### src/rtl/blk_xfer_pkg.sv
package blk_xfer_pkg;

  typedef enum logic [1:0] {
    OP_COPY = 2'b00,
    OP_SCAN = 2'b01,
    OP_PIN  = 2'b10,
    OP_POUT = 2'b11
  } xop_e;

  typedef enum logic [2:0] {
    S_IDLE = 3'd0,
    S_MRD  = 3'd1,
    S_MWR  = 3'd2,
    S_IORD = 3'd3,
    S_IOWR = 3'd4,
    S_UPD  = 3'd5
  } st_e;

  function automatic st_e entry_state(xop_e op);
    return (op == OP_PIN) ? S_IORD : S_MRD;
  endfunction

endpackage

### src/rtl/blk_xfer_rst_sync.sv
module blk_xfer_rst_sync (
  input  logic clk,
  input  logic arst_n,
  output logic srst_n
);
  logic meta_q;

  always_ff @(posedge clk or negedge arst_n) begin
    if (!arst_n) begin
      meta_q <= 1'b0;
      srst_n <= 1'b0;
    end else begin
      meta_q <= 1'b1;
      srst_n <= meta_q;
    end
  end
endmodule

### src/rtl/blk_xfer_step.sv
module blk_xfer_step #(
  parameter int W = 16
) (
  input  logic [W-1:0] val,
  input  logic         dn,
  output logic [W-1:0] res
);
  localparam logic [W-1:0] ONE = {{(W-1){1'b0}}, 1'b1};

  always_comb begin
    res = dn ? (val - ONE) : (val + ONE);
  end
endmodule

### src/rtl/blk_xfer_fsm.sv
module blk_xfer_fsm
  import blk_xfer_pkg::*;
(
  input  logic clk,
  input  logic rst_n,
  input  logic start,
  input  xop_e op_i,
  input  logic rpt_i,
  input  logic mem_ack,
  input  logic io_ack,
  input  logic fin,
  output st_e  st,
  output xop_e op_q,
  output logic go,
  output logic upd,
  output logic rd_cap,
  output logic busy,
  output logic done,
  output logic mem_req,
  output logic mem_we,
  output logic io_req,
  output logic io_we
);
  st_e  st_nx;
  logic done_nx;
  logic rpt_q;

  always_comb begin
    st_nx   = st;
    done_nx = 1'b0;
    case (st)
      S_IDLE: if (start) st_nx = entry_state(op_i);
      S_MRD: begin
        if (mem_ack) begin
          case (op_q)
            OP_COPY: st_nx = S_MWR;
            OP_SCAN: st_nx = S_UPD;
            default: st_nx = S_IOWR;
          endcase
        end
      end
      S_MWR:  if (mem_ack) st_nx = S_UPD;
      S_IORD: if (io_ack)  st_nx = S_MWR;
      S_IOWR: if (io_ack)  st_nx = S_UPD;
      S_UPD: begin
        if (rpt_q && !fin) begin
          st_nx = entry_state(op_q);
        end else begin
          st_nx   = S_IDLE;
          done_nx = 1'b1;
        end
      end
      default: st_nx = S_IDLE;
    endcase
  end

  always_ff @(posedge clk or negedge rst_n) begin
    if (!rst_n) begin
      st   <= S_IDLE;
      done <= 1'b0;
    end else begin
      st   <= st_nx;
      done <= done_nx;
    end
  end

  always_ff @(posedge clk or negedge rst_n) begin
    if (!rst_n) begin
      op_q  <= OP_COPY;
      rpt_q <= 1'b0;
    end else if (go) begin
      op_q  <= op_i;
      rpt_q <= rpt_i;
    end
  end

  always_comb begin
    go      = (st == S_IDLE) && start;
    upd     = (st == S_UPD);
    rd_cap  = ((st == S_MRD) && mem_ack) || ((st == S_IORD) && io_ack);
    busy    = (st != S_IDLE);
    mem_req = (st == S_MRD) || (st == S_MWR);
    mem_we  = (st == S_MWR);
    io_req  = (st == S_IORD) || (st == S_IOWR);
    io_we   = (st == S_IOWR);
  end

  p_done_pulse_r11: assert property (@(posedge clk) disable iff (!rst_n)
    done |=> !done);
  p_done_idle_r11: assert property (@(posedge clk) disable iff (!rst_n)
    done |-> !busy);
  p_one_port_r10: assert property (@(posedge clk) disable iff (!rst_n)
    !(mem_req && io_req));
  p_start_ignored_r11: assert property (@(posedge clk) disable iff (!rst_n)
    (busy && start) |=> $stable(op_q));

endmodule

### src/rtl/blk_xfer_dpath.sv
module blk_xfer_dpath
  import blk_xfer_pkg::*;
#(
  parameter int AW = 16,
  parameter int DW = 8
) (
  input  logic          clk,
  input  logic          rst_n,
  input  logic          go,
  input  logic          upd,
  input  logic          rd_cap,
  input  st_e           st,
  input  xop_e          op_q,
  input  logic          dir_i,
  input  logic [AW-1:0] hl_i,
  input  logic [AW-1:0] de_i,
  input  logic [AW-1:0] bc_i,
  input  logic [DW-1:0] a_i,
  input  logic          z_i,
  input  logic          pv_i,
  input  logic [DW-1:0] mem_rdata,
  input  logic [DW-1:0] io_rdata,
  output logic          fin,
  output logic [AW-1:0] hl_o,
  output logic [AW-1:0] de_o,
  output logic [AW-1:0] bc_o,
  output logic          z_o,
  output logic          pv_o,
  output logic [AW-1:0] mem_addr,
  output logic [DW-1:0] mem_wdata,
  output logic [AW-1:0] io_addr,
  output logic [DW-1:0] io_wdata
);
  localparam int LO_W = AW - DW;
  localparam logic [AW-1:0] ONE_A = {{(AW-1){1'b0}}, 1'b1};
  localparam logic [DW-1:0] ONE_D = {{(DW-1){1'b0}}, 1'b1};

  logic [AW-1:0] hl_q, de_q, bc_q;
  logic [AW-1:0] hl_nx, de_nx, bc_nx;
  logic [AW-1:0] hl_step, de_step, bc_dec, bc_io;
  logic [DW-1:0] a_q, byte_q, b_dec;
  logic          dn_q, z_q, pv_q, z_nx, pv_nx, match, wide_cnt;

  blk_xfer_step #(.W(AW)) u_hl_step (.val(hl_q), .dn(dn_q), .res(hl_step));
  blk_xfer_step #(.W(AW)) u_de_step (.val(de_q), .dn(dn_q), .res(de_step));

  always_comb begin
    bc_dec   = bc_q - ONE_A;
    b_dec    = bc_q[AW-1:LO_W] - ONE_D;
    bc_io    = {b_dec, bc_q[LO_W-1:0]};
    match    = (a_q == byte_q);
    wide_cnt = (op_q == OP_COPY) || (op_q == OP_SCAN);
    case (op_q)
      OP_COPY: fin = (bc_dec == '0);
      OP_SCAN: fin = (bc_dec == '0) || match;
      default: fin = (b_dec == '0);
    endcase
  end

  always_comb begin
    hl_nx = hl_q;
    de_nx = de_q;
    bc_nx = bc_q;
    z_nx  = z_q;
    pv_nx = pv_q;
    if (go) begin
      hl_nx = hl_i;
      de_nx = de_i;
      bc_nx = bc_i;
      z_nx  = z_i;
      pv_nx = pv_i;
    end else if (upd) begin
      hl_nx = hl_step;
      if (op_q == OP_COPY) de_nx = de_step;
      bc_nx = wide_cnt ? bc_dec : bc_io;
      if (wide_cnt) pv_nx = (bc_dec != '0);
      case (op_q)
        OP_COPY: z_nx = z_q;
        OP_SCAN: z_nx = match;
        default: z_nx = (b_dec == '0);
      endcase
    end
  end

  always_ff @(posedge clk or negedge rst_n) begin
    if (!rst_n) begin
      hl_q <= '0;
      de_q <= '0;
      bc_q <= '0;
      z_q  <= 1'b0;
      pv_q <= 1'b0;
    end else if (go || upd) begin
      hl_q <= hl_nx;
      de_q <= de_nx;
      bc_q <= bc_nx;
      z_q  <= z_nx;
      pv_q <= pv_nx;
    end
  end

  always_ff @(posedge clk or negedge rst_n) begin
    if (!rst_n) begin
      a_q  <= '0;
      dn_q <= 1'b0;
    end else if (go) begin
      a_q  <= a_i;
      dn_q <= dir_i;
    end
  end

  always_ff @(posedge clk or negedge rst_n) begin
    if (!rst_n) begin
      byte_q <= '0;
    end else if (rd_cap) begin
      byte_q <= (st == S_IORD) ? io_rdata : mem_rdata;
    end
  end

  always_comb begin
    mem_addr  = ((st == S_MWR) && (op_q == OP_COPY)) ? de_q : hl_q;
    io_addr   = (op_q == OP_POUT) ? bc_io : bc_q;
    mem_wdata = byte_q;
    io_wdata  = byte_q;
    hl_o      = hl_q;
    de_o      = de_q;
    bc_o      = bc_q;
    z_o       = z_q;
    pv_o      = pv_q;
  end

  p_hold_idle_r11: assert property (@(posedge clk) disable iff (!rst_n)
    (st == S_IDLE && !go) |=> $stable(hl_q) && $stable(de_q) && $stable(bc_q)
                              && $stable(z_q) && $stable(pv_q));
  p_bc_dec_r3: assert property (@(posedge clk) disable iff (!rst_n)
    (upd && wide_cnt) |=> (bc_q == $past(bc_q) - ONE_A));
  p_c_kept_r7: assert property (@(posedge clk) disable iff (!rst_n)
    (upd && !wide_cnt) |=> (bc_q[LO_W-1:0] == $past(bc_q[LO_W-1:0])) && $stable(pv_q));
  p_hl_step_r2: assert property (@(posedge clk) disable iff (!rst_n)
    upd |=> (hl_q == ($past(dn_q) ? $past(hl_q) - ONE_A : $past(hl_q) + ONE_A)));

endmodule

### src/rtl/blk_xfer_seq.sv
module blk_xfer_seq
  import blk_xfer_pkg::*;
#(
  parameter int ADDR_W = 16,
  parameter int DATA_W = 8
) (
  input  logic              clk,
  input  logic              rst_n,
  input  logic              start,
  input  logic [1:0]        op_kind,
  input  logic              dir_dn,
  input  logic              repeat_en,
  input  logic [ADDR_W-1:0] hl_in,
  input  logic [ADDR_W-1:0] de_in,
  input  logic [ADDR_W-1:0] bc_in,
  input  logic [DATA_W-1:0] acc_in,
  input  logic              z_in,
  input  logic              pv_in,
  output logic              mem_req,
  output logic              mem_we,
  output logic [ADDR_W-1:0] mem_addr,
  output logic [DATA_W-1:0] mem_wdata,
  input  logic              mem_ack,
  input  logic [DATA_W-1:0] mem_rdata,
  output logic              io_req,
  output logic              io_we,
  output logic [ADDR_W-1:0] io_addr,
  output logic [DATA_W-1:0] io_wdata,
  input  logic              io_ack,
  input  logic [DATA_W-1:0] io_rdata,
  output logic              busy,
  output logic              done,
  output logic [ADDR_W-1:0] hl_out,
  output logic [ADDR_W-1:0] de_out,
  output logic [ADDR_W-1:0] bc_out,
  output logic              z_out,
  output logic              pv_out
);
  logic srst_n;
  logic go, upd, rd_cap, fin;
  st_e  st;
  xop_e op_q;

  blk_xfer_rst_sync u_rst (.clk(clk), .arst_n(rst_n), .srst_n(srst_n));

  blk_xfer_fsm u_fsm (
    .clk(clk), .rst_n(srst_n), .start(start), .op_i(xop_e'(op_kind)),
    .rpt_i(repeat_en), .mem_ack(mem_ack), .io_ack(io_ack), .fin(fin),
    .st(st), .op_q(op_q), .go(go), .upd(upd), .rd_cap(rd_cap),
    .busy(busy), .done(done), .mem_req(mem_req), .mem_we(mem_we),
    .io_req(io_req), .io_we(io_we)
  );

  blk_xfer_dpath #(.AW(ADDR_W), .DW(DATA_W)) u_dp (
    .clk(clk), .rst_n(srst_n), .go(go), .upd(upd), .rd_cap(rd_cap),
    .st(st), .op_q(op_q), .dir_i(dir_dn), .hl_i(hl_in), .de_i(de_in),
    .bc_i(bc_in), .a_i(acc_in), .z_i(z_in), .pv_i(pv_in),
    .mem_rdata(mem_rdata), .io_rdata(io_rdata), .fin(fin),
    .hl_o(hl_out), .de_o(de_out), .bc_o(bc_out), .z_o(z_out), .pv_o(pv_out),
    .mem_addr(mem_addr), .mem_wdata(mem_wdata),
    .io_addr(io_addr), .io_wdata(io_wdata)
  );

  p_mem_hold_r10: assert property (@(posedge clk) disable iff (!srst_n)
    (mem_req && !mem_ack) |=> mem_req && $stable(mem_addr) && $stable(mem_we)
                              && $stable(mem_wdata));
  p_io_hold_r10: assert property (@(posedge clk) disable iff (!srst_n)
    (io_req && !io_ack) |=> io_req && $stable(io_addr) && $stable(io_we)
                            && $stable(io_wdata));

endmodule

### config.mk
export PLATFORM = sky130hd
export DESIGN_NAME = blk_xfer_seq
export DESIGN_NICKNAME = d
export VERILOG_FILES = /design/src/rtl/blk_xfer_pkg.sv /design/src/rtl/blk_xfer_rst_sync.sv /design/src/rtl/blk_xfer_step.sv /design/src/rtl/blk_xfer_fsm.sv /design/src/rtl/blk_xfer_dpath.sv /design/src/rtl/blk_xfer_seq.sv
export SDC_FILE = /design/constraint.sdc
export NUM_CORES = 1
export LEC_CHECK = 0
export BUFFER_PORTS_ARGS = -buffer_cell sky130_fd_sc_hd__buf_4
export CELL_PAD_IN_SITES_DETAIL_PLACEMENT = 2
export CELL_PAD_IN_SITES_GLOBAL_PLACEMENT = 2
export CORE_MARGIN = 4
export CORE_UTILIZATION = 32
export DETAILED_ROUTE_END_ITERATION = 12
export PLACE_DENSITY = 0.87
export SYNTH_ARGS = -nofsm -noshare
export SYNTH_HDL_FRONTEND = slang
export SYNTH_SLANG_ARGS = --single-unit
### constraint.sdc
create_clock -name clk -period 6.8 [get_ports clk]
set_clock_uncertainty 0.15 [all_clocks]
set_input_delay 0.34 -clock clk [delete_from_list [all_inputs] [get_ports clk]]
set_output_delay 0.34 -clock clk [all_outputs]
set_load 0.01 [all_outputs]
Word-level counts from Yosys, hierarchy flattened
Index checks and enable logic that the tools add are counted.

cells by class
  multiplexer cells = 32
  reductions and logical operators = 26
  eq/ne operators = 16
  $add $sub $neg = 6

operators by type and width
  kind                                                    count
  two-way mux 16 bit                                      12
  subtractor 16 x 1 -> 16 bit (second input constant)     3
  adder 16 x 1 -> 16 bit (second input constant)          2
  two-way mux 3 bit                                       6
  one-hot mux 3 bit (6 select lines)                      1
  logical NOT 16 bit                                      1
  nonzero test 16 bit                                     1
  AND reduction 3 bit                                     3
  equality test 8 bit                                     1
  logical NOT 8 bit                                       1
  two-way mux 8 bit                                       1
  subtractor 8 x 1 -> 8 bit (second input constant)       1
  two-way mux 1 bit                                       7
  equality test 2 bit (second input constant)             3
  equality test 3 x 2 -> 1 bit (second input constant)    2
  equality test 3 bit (second input constant)             2
  logical OR 1 bit                                        6
  inequality test 2 x 1 -> 1 bit (second input constant)  3
  inequality test 2 bit (second input constant)           3
  one-hot mux 3 bit (2 select lines)                      1
  nonzero test 2 bit                                      3
  logical AND 1 bit                                       5
  AND reduction 5 bit                                     1
  two-way mux 2 bit                                       2
  8 further kinds                                         9

storage, ports and cells
  bits of input ports = 83
  output and inout bits = 104
  bits in registers = 76
  logic and storage cells = 95

Logic depth before layout (Yosys ltp)
Gate-level depths: netlist (run 1).

  depth in word-level cells = 8
  depth in mapped cells = 11
  mapped depth without buffers = 9

Modules after synthesis
A second synthesis (run 1) with hierarchy kept.

unflattened totals
  cells, all modules = 669
  area total of the unflattened synthesis = 5998.3 µm²

by module, submodules not included
  module             area each (µm²)  instances  sequential area each (µm²)  cells each
  blk_xfer_dpath     3977.6           1          1676.6                      417
  blk_xfer_step      738.2            2          0.0                         98
  blk_xfer_fsm       490.5            1          175.2                       53
  blk_xfer_rst_sync  53.8             1          50.0                        3

Worst setup path after synthesis (run 1)
OpenSTA, ideal clock, no wires.

  path kind = register to register
  start point = register u_dp.dn_q
  end point = register u_dp.de_q[14] (netlist: u_dp.de_o[14])
  path slack = 3.870 ns
  setup time = 0.083 ns
  data arrival time = 2.698 ns
  path buffers = 0
  period minus slack after synthesis = 2.930 ns
  cell stages (with the launch flop) = 10
  required time = 6.567 ns
  path through = dfrtp_1 inv_1 fa_1 nand2b_1 a211oi_1 o31ai_1 o21ai_0 a31oi_1 xor2_1 o21ai_0

between the ends
  word-level cells in the longest chain between the ends = 4

ends and longest elaborated chain
  element                 line                   RTL
  start, declared         blk_xfer_dpath.sv:42   logic dn_q, z_q, pv_q, z_nx, pv_nx, match, wide_cnt;
  start signal, assigned  blk_xfer_dpath.sv:107  dn_q <= dir_i;
  two-way mux 16 bit      blk_xfer_step.sv:11    res = dn ? (val - ONE) : (val + ONE);
  two-way mux 16 bit      blk_xfer_dpath.sv:74   if (op_q == OP_COPY) de_nx = de_step;
  two-way mux 16 bit      blk_xfer_dpath.sv:72   end else if (upd) begin
  two-way mux 16 bit      blk_xfer_dpath.sv:66   if (go) begin
  end signal, assigned    blk_xfer_dpath.sv:94   de_q <= de_nx;
  end, declared           blk_xfer_dpath.sv:38   logic [AW-1:0] hl_q, de_q, bc_q;

No other way between the ends. The select of a mux whose other input is x is not followed.
A chain may end at the register's enable or synchronous reset.

Worst setup path after layout (run 1)
  start point = register u_fsm.op_q[1]
  end point = output mem_addr[6]

between the ends
  word-level cells in the longest chain between the ends = 3

ends and longest elaborated chain
  element                 line                   RTL
  start, declared         blk_xfer_fsm.sv:13     output xop_e op_q,
  start signal, assigned  blk_xfer_fsm.sv:72     op_q <= op_i;
  logical NOT 2 bit       blk_xfer_dpath.sv:120  mem_addr = ((st == S_MWR) && (op_q == OP_COPY)) ? de_q : hl_q;
  logical AND 1 bit       blk_xfer_dpath.sv:120
  two-way mux 16 bit      blk_xfer_dpath.sv:120
  end, declared           blk_xfer_seq.sv:21     output logic [ADDR_W-1:0] mem_addr,

No other way between the ends.

==> reports/results.txt, run 1 <==
pre-CTS setup slack - 3.60 ns
clock slew at reported path FFs - 0.07 ns
Int Pwr - 2.24 mW
largest family of logic cells by synthesized area - compound AO/OA/AOI/OAI gates
# setup viols final - 0
routability cong. - 0.849
met1 wire length - 9790 µm
post-synthesis cell type count - 65
clock power share - 0.116
non-filler cells, final - 1077
dominant cell type by area after synthesis - dfrtp_1
compound-gate portion of the synthesized area - 0.207
antenna violations before repair - 0
pins over their slew limit - 0
Routed met3 length - 994 µm
Die Ht - 142 µm
via count - 5900
sequential share of the synthesized area - 0.332
Via-to-Cell Ratio - 5.48
Final ANT Viol Nets - 0
global-route wire length before repair - 37700 µm
post-CTS resize count - 0
Cell Pwr Density - 596 nW/µm²
number of fill cells in the layout - 1967
CTS H-tree lvls - 3
flops & latches, synth - 76
met2 WL - 12100 µm
Row Count - 48
Synth Area in Simple Gates - 0.188
vias in the first global route - 6560
Max-Cap Viols - 0
Top Ports - 187
Ys Warns - 0
most frequent cells in the layout - buf_4 (191), nand2_1 (108), dfrtp_1 (75)
top cell type's share of synthesized area - 0.332
Die W - 142 µm
routed wire length - 23600 µm
Hold Vio Cnt, Final - 0
Peak Freq - 304 MHz
sw frac - 0.499
clk_lat worst skew - 0.36 ns
outcome - complete, no violations
Tcrit/Tclk final - 0.484
per-cell routed wire length - 21.9 µm
IO buf count - 186
top post-synthesis cells by area - dfrtp_1 (33%), ha_1 (7.2%), nand2_1 (7.1%)
max layer used - met4
area growth from synthesis to layout - 31.0%
Adder-Cell Fraction of Synth Area - 0.0791
Combinational Power Share - 0.650
Critical Path Source Type - flip-flop
core area - 17400 µm²
top_reg_cell synth - dfrtp_1
NetSw - 2.23 mW
EDFF count, synth - 0
Post-Synthesis Cell Area - 5720 µm²
Critical Path AT - 2.80 ns
worst ir drop on vdd - 0.203 mV
Cells after DPL - 1060
TritonCTS Buffers - 9
layout cells sized above 1 - 0.275
most common cell after layout, fill and taps aside - buf_4
maximum buffer depth of the clock tree - 2
syn nets - 808
multiplexer share of the synthesized area - 0.0507
largest net degree at the start of global routing - 75
area occupied by registers - 1910 µm²
CTS tree - yes
asr flop ratio synth - 1.00
slew margin rel. - 0.310
DR DRC count - 0
Critical Path Sink Type - primary output
slack of the critical path - 3.51 ns
worst-path fanout max - 18
Slew @ Worst Pin - 1.04 ns
first drt pass iteration count - 4
GRT Total Usage - 0.236
initial DRC count - 235
CTS Sinks - 76
Syn Inst Count - 690
sequential share of power - 0.235
Synth Area in XOR/XNOR - 0.0826
total power - 4.47 mW
Nets - 965
Hold Path Class - in -> reg
unrepaired setup endpoints after global routing - false
Worst Setup Path Type - reg -> out
Mapped Avg Cell Area - 8.30 µm²
antenna cell count - 0
Required @ worst endpoint - 6.31 ns
Clock Root Buffer - clkbuf_16
Setup TNS Final - 0 ns
grt total ovfl - 0
Tmin final - 3.29 ns
leakage power - 3.51 nW
DIE AREA - 20100 µm²
Multi-input gate area - 3480 µm²
HPWL after detailed placement - 17700 µm
Initial Utilization - 0.329
[cell usage after synthesis, drive strengths merged, types with 11 or more instances]
cell	count
o21ai	77
clkbuf	25
xnor2	32
ha	33
inv	21
mux2i	11
nor3	24
xor2	22
buf	20
a21oi	40
dfrtp	76
mux2	16
nor2	54
a22oi	11
nand2	108
[worst paths after layout]
kind	startpoint	slack, ns	end	depth (start not counted)
setup / recovery	u_fsm.op_q[1]$_DFFE_PN0P_	3.51	mem_addr[6]	4
hold / removal	acc_in[0]	0.03	u_dp.a_q[0]$_DFFE_PN0P_	3
setup reg to reg	u_fsm.st[1]$_DFFE_PN0P_	3.54	u_dp.de_o[13]$_DFFE_PN0P_	6
hold reg to reg	u_rst.meta_q$_DFF_PN0_	0.20	u_rst.srst_n$_DFF_PN0_	0
max in group asynchronous	u_rst.srst_n$_DFF_PN0_	5.47	u_dp.de_o[0]$_DFFE_PN0P_	0
min in group asynchronous	rst_n	0.16	u_rst.srst_n$_DFF_PN0_	2
[critical path: stages (launching register included)]
cell and delay [ns]:
dfrtp_1 0.59, nor2_1 0.54, nand2_1 0.64, mux2_2 0.50, buf_4 0.15
[layer usage]
layer | global-route usage | vias to the layer above
met5 | 0 | -
met4 | 0.0985 | 0
met3 | 0.0330 | 41
met2 | 0.423 | 155
met1 | 0.282 | 2958
li1 | - | 2746
[final cells by class]
class	instances	area share
Sequential cell	76	0.254
Tap cell	225	0.0375
Multi-Input combinational cell	547	0.464
Inverter	21	0.0105
Clock inverter	6	0.00934
Timing Repair Buffer	192	0.192
Clock buffer	10	0.0319
[flip-flops by register name, summed over array words and instances (netlist names)]
name and flops:
u_dp.hl_o 16, u_fsm.st 3, u_dp.dn_q 1, u_dp.io_wdata 8, u_dp.z_o 1, u_dp.bc_o 16
u_fsm.rpt_q 1, u_rst.srst_n 1, u_dp.de_o 16, u_dp.a_q 8, u_rst.meta_q 1, u_fsm.op_q 2
u_dp.pv_o 1, u_fsm.done 1
[kinds of logic (layout without fill, tap and decap cells)]
group / after synthesis / after routing
compound gates: 193 / 193
xor+xnor: 54 / 54
fa+ha+maj: 35 / 35
buf+inv: 67 / 229
flops: 76 / 76
mux: 27 / 27
other cells: 1 / 1
simple gates: 237 / 237
[power by group through the flow]
stage	Combinational, mW	Sequential [mW]	Clock, mW
2_1_floorplan	1.83	0.975	0
3_3_place_gp	2.67	1.02	0
3_5_place_dp	2.86	1.05	0
4_1_cts	2.93	1.05	0.527
5_1_grt	3.21	1.09	0.548
6_report	2.91	1.05	0.517
[what timing repair did]
item	CTS	global route
endpoints found under the setup margin	0	0
hold buffers	1	0
buffers inserted	0	0
hold endpoints to repair	2	0
[stage by stage]
| stage | area [µm²] | util | hold WS [ns] |
|---|---|---|---|
| 3_5_place_dp | 7180 | 0.412 | -0.0266 |
| 3_3_place_gp | 7180 | 0.412 | -0.0274 |
| 5_1_grt | 7500 | 0.431 | 0.0448 |
| 4_1_cts | 7500 | 0.431 | 0.0252 |
| 6_report | 7500 | 0.431 | 0.0312 |
| 2_1_floorplan | 5720 | - | -0.106 |
No activity file was read; power rests on OpenSTA's default activity.
==> run 2, diff against run 1 <==
--- a/config.mk
+++ b/config.mk
@@ -5,13 +5,14 @@
 export SDC_FILE = /design/constraint.sdc
 export NUM_CORES = 1
 export LEC_CHECK = 0
+export ABC_AREA = 1
 export BUFFER_PORTS_ARGS = -buffer_cell sky130_fd_sc_hd__buf_4
 export CELL_PAD_IN_SITES_DETAIL_PLACEMENT = 2
 export CELL_PAD_IN_SITES_GLOBAL_PLACEMENT = 2
 export CORE_MARGIN = 4
-export CORE_UTILIZATION = 32
+export CORE_UTILIZATION = 28
 export DETAILED_ROUTE_END_ITERATION = 12
-export PLACE_DENSITY = 0.87
+export PLACE_DENSITY = 0.8
 export SYNTH_ARGS = -nofsm -noshare
 export SYNTH_HDL_FRONTEND = slang
 export SYNTH_SLANG_ARGS = --single-unit
==> constraint.sdc (replaced) <==
create_clock -name clk -period 3.1 [get_ports clk]
set_clock_uncertainty 0.15 [all_clocks]
set_input_delay 0.155 -clock clk [delete_from_list [all_inputs] [get_ports clk]]
set_output_delay 0.155 -clock clk [all_outputs]
set_load 0.01 [all_outputs]
==> reports/results.txt, run 2 <==
worst-path fanout max - 16
Required @ worst endpoint - 3.25 ns
routed wire length - 28500 µm
Post-DP Area - 7530 µm²
Post-synth top cells - nand2_1 (211), inv_1 (87), o21ai_0 (83)
Layout Utilization - 0.418
CTS tree - yes
worst ir drop on vdd - 0.407 mV
Tmin final - 2.81 ns
leakage power - 4.27 nW
initial DRC count - 287
Combinational Power Share - 0.694
DR DRC count - 0
Final ANT Viol Nets - 0
# setup viols final - 0
core area - 20600 µm²
non-filler cells, final - 1359
Die W - 154 µm
Initial Utilization - 0.289
area occupied by registers - 1910 µm²
global-route wire length before repair - 45500 µm
clock slew at reported path FFs - 0.07 ns
sequential share of the synthesized area - 0.320
syn nets - 957
EDFF count, synth - 0
antenna violations before repair - 2
clk_lat worst skew - 0.36 ns
most frequent cell after synthesis - nand2_1
top cell type's share of synthesized area - 0.320
hold_buf cts - 76
Peak Freq - 356 MHz
Nets - 1200
Die Ht - 154 µm
Top Ports - 187
Via-to-Cell Ratio - 5.15
Slew @ Worst Pin - 0.703 ns
IO buf count - 186
TritonCTS Buffers - 9
Hold Vio Cnt, Final - 0
top post-synthesis cells by area - dfrtp_1 (32%), nand2_1 (13%), o21ai_0 (7.0%)
Hold Path Class - in -> reg
sw frac - 0.532
grt total ovfl - 0
CTS H-tree lvls - 3
slew margin rel. - 0.531
pins over their slew limit - 0
asr flop ratio synth - 1.00
Row Count - 52
Max-Cap Viols - 0
most common cell after layout, fill and taps aside - nand2_1
Int Pwr - 5.07 mW
post-synthesis cell type count - 51
GRT Total Usage - 0.241
NetSw - 5.77 mW
largest net degree at the start of global routing - 50
Worst Setup Path Type - reg -> reg
Setup Buffers After CTS - 0
R2R Setup Slk - 0.29 ns
worst hold margin - 0.0166 ns
Tcrit/Tclk final - 0.907
Ys Warns - 0
routability cong. - 0.797
clock power share - 0.108
post-route cell area - 8600 µm²
CTS Sinks - 76
Clock Root Buffer - clkbuf_16
layout cells sized above 1 - 0.230
top_reg_cell synth - dfrtp_1
Critical Path AT - 2.96 ns
HPWL after detailed placement - 19300 µm
Cell Pwr Density - 1260 nW/µm²
Post-Synthesis Cell Area - 5930 µm²
area growth from synthesis to layout - 44.9%
per-cell routed wire length - 20.9 µm
first drt pass iteration count - 4
post-CTS resize count - 0
sequential share of power - 0.198
number of fill cells in the layout - 2424
Critical Path Source Type - flip-flop
maximum buffer depth of the clock tree - 2
Cells after DPL - 1265
via count - 6995
dominant cell type by area after synthesis - dfrtp_1
vias in the first global route - 7982
most frequent cells in the layout - nand2_1 (211), buf_4 (195), inv_1 (87)
unrepaired setup endpoints after global routing - false
DIE AREA - 23600 µm²
flops & latches, synth - 76
Setup TNS Final - 0 ns
Syn Inst Count - 839
Critical Path Sink Type - flip-flop
outcome - complete, no violations
Mapped Avg Cell Area - 7.07 µm²
Multi-input gate area - 3430 µm²
==> run 2: layout make-up <==
type | instances | area share
well taps | 270 | 0.0393
multi-input cells | 625 | 0.399
clock buffers | 9 | 0.0262
inverters | 98 | 0.0429
repair buffers | 272 | 0.261
flip-flops and latches | 76 | 0.222
diodes | 2 | 0.000582
clock inverters | 7 | 0.00931
==> run 2: final timing paths <==
kind,start,to,depth (start not counted)
min in group asynchronous,u_rst.srst_n$_DFF_PN0_,u_dp.a_q[2]$_DFFE_PN0P_,0
worst max register to register,u_fsm.st[1]$_DFFE_PN0P_,u_dp.io_wdata[3]$_DFFE_PN0P_,7
max in group asynchronous,u_rst.srst_n$_DFF_PN0_,u_dp.a_q[7]$_DFFE_PN0P_,1
worst min-delay path,hl_in[4],u_dp.hl_o[4]$_DFFE_PN0P_,3
worst min register to register,u_rst.srst_n$_DFF_PN0_,u_dp.a_q[2]$_DFFE_PN0P_,0
worst max-delay path,u_fsm.st[1]$_DFFE_PN0P_,u_dp.io_wdata[3]$_DFFE_PN0P_,7
==> run 2: metrics by stage <==
step | power [mW] | setup WS (ns)
finish | 10.8 | 0.289
global placement | 8.99 | 0.484
CTS | 10.7 | 0.344
detailed placement | 9.25 | 0.381
floorplan | 6.54 | 0.237
global route | 11.9 | 0.0455
==> run 2: routing by layer <==
metal  vias up  GRT usage  share of wire
li1       3281          -              -
met1      3491      0.301           0.43
met2       177      0.421           0.50
met3        46     0.0489          0.047
met4         0     0.0681          0.025
met5         -          0              0
==> run 2: cells by family after synthesis <==
kind of cell             Yosys count  share of synthesized area
AO/OA/AOI/OAI                    215                      0.212
XOR/XNOR                          29                     0.0428
adder cells (fa/ha/maj)           35                     0.0763
buffers and inverters            138                      0.101
flip-flops                        76                      0.320
multiplexers                       1                    0.00190
other                              1                   0.000632
AND/OR/NAND/NOR                  344                      0.245
==> run 2: worst max-delay path: stages, from the launching register on <==
cell and delay, ns:
dfrtp_1 0.45, inv_1 0.06, nor2_1 0.14, nand2_1 0.32, o22ai_2 0.69, nor2_1 0.14, a31oi_1 0.22, dlygate4sd3_1 0.58
==> run 2: power groups by stage <==
| stage | Combinational, mW | Clock, mW | Sequential [mW] |
|---|---|---|---|
| final | 7.52 | 1.17 | 2.15 |
| after detailed placement | 7.10 | 0 | 2.15 |
| after CTS | 7.38 | 1.18 | 2.14 |
| after floorplan | 4.40 | 0 | 2.14 |
| after global placement | 6.86 | 0 | 2.13 |
| after global routing | 8.40 | 1.23 | 2.23 |
